==> config.mk <==
export PLATFORM = sky130hd
export DESIGN_NAME = microseq
export DESIGN_NICKNAME = d
export VERILOG_FILES = /design/src/rtl/microseq.sv
export SDC_FILE = /design/constraint.sdc
export NUM_CORES = 1
export LEC_CHECK = 0
export ABC_CLOCK_PERIOD_IN_PS = 1900
export BUFFER_PORTS_ARGS = -buffer_cell sky130_fd_sc_hd__buf_2
export CAP_MARGIN = 30
export CORE_UTILIZATION = 42
export CTS_CLUSTER_DIAMETER = 40
export DETAILED_ROUTE_END_ITERATION = 16
export PLACE_DENSITY = 0.91
export SYNTH_ARGS = -nofsm -noshare
export SYNTH_HDL_FRONTEND = slang
export SYNTH_SLANG_ARGS = --single-unit
==> constraint.sdc <==
create_clock -name clk -period 1.9 [get_ports clk]
set_input_delay 0.19 -clock clk [delete_from_list [all_inputs] [get_ports clk]]
set_output_delay 0.19 -clock clk [all_outputs]
set_load 0.03 [all_outputs]
==> src/rtl/microseq.sv <==
module microseq #(
  parameter int AW = 9,
  parameter int IRW = 8
) (
  input  logic          clk,
  input  logic          rst,
  input  logic [AW-1:0] addr_field,
  input  logic [1:0]    br_mode,
  input  logic [1:0]    test_sel,
  input  logic [3:0]    flags,
  input  logic [IRW-1:0] ir,
  output logic [AW-1:0] upc,
  output logic          halted
);
  localparam int NW = IRW / 2;

  logic          flag_bit;
  logic          stop_word;
  logic [AW-1:0] nxt;

  assign flag_bit  = flags[3 - test_sel];
  assign stop_word = (&addr_field) && (&br_mode) && (&test_sel);

  always_comb begin
    case (br_mode)
      2'd0:    nxt = addr_field;
      2'd1:    nxt = {addr_field[AW-1:1], flag_bit};
      2'd2:    nxt = {addr_field[AW-1:NW], ir[IRW-1:NW]};
      default: nxt = {addr_field[AW-1:NW], ir[NW-1:0]};
    endcase
  end

  always_ff @(posedge clk) begin
    if (rst) begin
      upc    <= '0;
      halted <= 1'b0;
    end else if (!halted) begin
      if (stop_word) halted <= 1'b1;
      else           upc    <= nxt;
    end
  end

  assert_reset_R1: assert property (@(posedge clk) rst |=> (upc == '0 && !halted));
  assert_jump_R2: assert property (@(posedge clk) disable iff (rst)
    (!halted && br_mode == 2'd0) |=> upc == $past(addr_field));
  assert_hinib_R4: assert property (@(posedge clk) disable iff (rst)
    (!halted && br_mode == 2'd2) |=> upc[NW-1:0] == $past(ir[IRW-1:NW]));
  assert_stop_R6: assert property (@(posedge clk) disable iff (rst)
    (!halted && stop_word) |=> (halted && $stable(upc)));
  assert_frozen_R7: assert property (@(posedge clk) disable iff (rst)
    halted |=> (halted && $stable(upc)));
endmodule

# Yosys cells after proc, flatten, opt, wreduce, memory -nomap -nowiden
# Cells that the tools add are included.
[totals]
out_inout_bits = 10
ff_bits = 10
in_bits = 27
[op_classes]
muxes = 5
addsub = 1
order_cmp = 1
eq_ne = 2
bitwise = 2
reduce_logical = 7
[ops]
columns = ["operator", "n"]
rows = [
  ["less-than comparator 32 x 3 -> 1 bit (second input constant)", 1],
  ["one-hot mux 4 bit (3 select lines)", 1],
  ["AND reduction 9 bit", 1],
  ["AND reduction 2 bit", 3],
  ["2-to-1 mux 1 bit", 3],
  ["subtractor 2 x 2 -> 3 bit (first input constant)", 1],
  ["binary-select mux 1 bit (select 2 bit)", 1],
  ["== test 2 x 1 -> 1 bit (second input constant)", 1],
  ["== test 2 bit (second input constant)", 1],
  ["logical AND 1 bit", 2],
  ["zero test 2 bit", 1],
  ["inverter 1 bit", 2],
]

# Longest topological paths before layout
[depth]
word_depth = 5
depth_mapped = 5
depth_no_buf = 4

# Worst setup path before layout
# OpenSTA, ideal clock, no wires.
[synth_timing]
path_kind = "input to register"
from = "input port br_mode[0]"
to = "register upc[1]"
path_stages = 5
slack_ns = 0.619
setup_time_ns = 0.122
t_arrival_ns = 1.159
path_buffers = 1
cell_sequence = "buf_2 nand4_2 or4_4 nand4_1 o21ai_1"
[synth_via]
elab_chain_cells = 5
word_cells_on_any_way = 9
cone_classes = "eq/ne: 2; mux: 1; bitwise: 1; reduce/logical: 5"
[synth_lines]
columns = ["element", "line", "rtl"]
rows = [
  ["start: declaration", "8", "input logic [1:0] br_mode,"],
  ["AND reduction 2 bit", "22", "assign stop_word = (&addr_field) && (&br_mode) && (&test_sel);"],
  ["logical AND 1 bit (2 in series)", "22", ""],
  ["inverter 1 bit (no line)", "--", ""],
  ["AND reduction 2 bit (no line)", "--", ""],
  ["end signal: assignment", "39", "else upc <= nxt;"],
  ["end: declaration", "12", "output logic [AW-1:0] upc,"],
]
# Several ways; a longest one is shown, not always the timed one.
# A chain may end at the register's enable or synchronous reset.

# Worst setup path in the final report
[layout_timing]
from = "register halted"
to = "output port halted"
[layout_rtl]
columns = ["element", "line", "rtl"]
rows = [
  ["start: declaration", "13", "output logic halted"],
  ["start signal: assignment", "36", "halted <= 1'b0;"],
  ["start signal: assignment", "38", "if (stop_word) halted <= 1'b1;"],
]
# No word-level cell between the ends.

==> results.md <==
- Status: completed
- Clock root cell: clkbuf_4
- Crit path buffers/inverters: 1
- Largest net degree at the start of global routing: 11
- Int Power: about 390 uW
- PD cells: 689 nW/um2
- Final Setup Violations: 0
- Std cell rows: 12
- Worst IR Drop VDD: 0.454 mV
- Syn_nets: 90
- Critical path depth: 1
- CP Cell Sequence: buf_2
- Max-slew violation count: 0
- Synthesized area per cell: 8.74 um2
- Total Wirelength: 1340 um
- Footprint of the multi-input gates: 322 um2
- Postcts setup bufs: 0
- Global-route wire length before repair: 2250 um
- Worst slew pin tran: roughly 0.35 ns
- Drt wl/cell: ~12 um
- Ys async rst share: 0
- Antenna cells: 0
- Clk Latency, worst-skew pair: 0.26 ns
- R2R depth: 2
- Primary FF master, synth: dfxtp_1
- Switching share of power: 0.269
- Critical path capture point type: output port
- Net switching power figure: 142 uW
- Syn. warnings: 0
- Max Fclk: 822 MHz
- Most numerous cell in the Yosys netlist: dfxtp_1
- Ranking of synthesized cells by area: dfxtp_1, a21oi_1, mux2i_1
- Skew final: 0.00171 ns
- Max-cap viol count: 0
- Placement Cell Area: roughly 730 um2
- Initial detailed-routing violation count: 9
- Clock buffer count from CTS: 3
- Die H: between 30 and 40 um
- Layout cells sized above 1: 0.450
- Router iterations before antenna repair: 4
- Die footprint: 1460 um2
- Chip width: 38.2 um
- Synthesized instance count: 63
- Post-route cell area: 767 um2
- IO Pins: 37
- Worst Path Required: 1.71 ns
- Post-DP HPWL: 1110 um
- Minimum clock period: 1.22 ns
- Rel. slew slack: 0.763
- Tot Pwr: 529 uW
- Synth unique cells: 24
- Hold WS: 0.153 ns
- Max H-tree Level: 1
- Tot GR Track Use: 0.221
- Critical path arrival: 1.03 ns
- Clock power share: 0.358
- Remaining DRCs: 0
- Vias in the first global route: 569
- Hold buffer count at CTS: 0
- Worst min path class: primary input to flop
- CTS tree: yes
- EDFF count, synth: 0
- Crit-path leading delay family: flip-flops
- Clock Tree Buf Depth: 2
- CTS resizes: 0
- Power share of the sequential group: 0.429
- WHS Path Cells: 2
- Fillers: 100
- Critical path type: flop to output port
- Total number of vias: 609
- Final hold vios: 0
- Gpl congestion: 0.773
- Clock transition at path regs: roughly 0.060 ns
- Count of input and output buffers: 36
- Seq/Total Area, Yosys: 0.364
- Logic pwr share: 0.213
- Clock sink count: 10
- Cell taking the most area after synthesis: dfxtp_1
- Critical Path Slowest Stage Cell: dfxtp_1
- Largest stage delay on the critical path: approximately 0.50 ns
- Setup TNS: 0 ns
- Synthesis-stage register bit count: 10
- Final core utilization: 0.663
- Max FO, Critical Path: 10
- Synth cell count leaders: dfxtp_1, a21oi_1, nand2_1, nor2_1, o21ai_1
- Core box area: 1160 um2
- Mapped Area: between 500 and 600 um2
- CP startpoint kind: flop
- Final #Nets: 128
- Post-DRT Antenna Nets: 0
- RSZ-0062 raised after global routing: no
- Synth top area share: 0.364
- Register area: 200 um2
- Final period util: 0.641
- Layout area overhead: 39.3%
- Total gr overflow: 0
- Via density: 5.34
- Leakage: around 0.38 nW
- Starting Density: 0.476
- Antenna violations before repair: 0
-- power groups by stage --
| stage | Sequential [mW] | Combinational, mW | Clock [mW] |
|---|---|---|---|
| after global placement | 0.232 | 0.110 | 0 |
| after global routing | 0.228 | 0.123 | 0.202 |
| after floorplan | 0.256 | 0.0416 | 0 |
| after CTS | 0.227 | 0.113 | 0.195 |
| after detailed placement | 0.232 | 0.112 | 0 |
| final | 0.227 | 0.113 | 0.189 |
-- cells by family (layout without fill, tap and decap cells) --
family / count (synthesis) / count (layout) / share of synthesized area
AO/OA/AOI/OAI: 18 / 18 / 0.200
buffers and inverters: 6 / 43 / 0.0523
flip-flops: 10 / 10 / 0.364
multiplexers: 4 / 4 / 0.102
AND/OR/NAND/NOR: 25 / 25 / 0.282
-- registers in the layout (all words and copies together) (netlist names) --
| name | cells |
|---|---|
| upc | 9 |
| halted | 1 |
-- layer usage --
| layer | GRT usage | wire length [um] |
|---|---|---|
| met5 | 0 | 0 |
| met4 | 0.0446 | 8 |
| met1 | 0.248 | 579 |
| met2 | 0.390 | 669 |
| met3 | 0.0872 | 81 |
-- through the flow --
step                      cells  worst slack (ns)
after global placement      110             0.510
after floorplan              63             0.619
final                       114             0.683
after detailed placement    110             0.491
after global routing        114             0.615
after CTS                   114             0.673
-- final timing paths --
check	start	to	slack (ns)
worst max-delay path	halted$_SDFF_PP0_	halted	0.68
worst min-delay path	rst	upc[0]$_SDFFE_PP0P_	0.15
worst max register to register	halted$_SDFF_PP0_	upc[0]$_SDFFE_PP0P_	0.77
worst min register to register	upc[2]$_SDFFE_PP0P_	upc[2]$_SDFFE_PP0P_	0.45
-- final cells by class --
type,count,share of cell area
inverter,3,0.0147
timing repair buffer,36,0.235
tap,14,0.0228
clock buffer,4,0.0473
multi-input combinational,47,0.419
sequential,10,0.261
-- placed cells by master (no fill, tap or decap), drive strengths merged --
cell / n
nor2: 6
mux2i: 3
or4: 3
nor4: 1
nand3: 3
a21bo: 1
o21ai: 6
buf: 36
o221a: 2
a21oi: 8
nand4: 5
clkinv: 2
dfxtp: 10
mux4: 1
inv: 1
clkbuf: 4
a211oi: 1
nand2: 5
nor3: 1
and2: 1
Note: power is estimated with default switching activity, not from simulation.
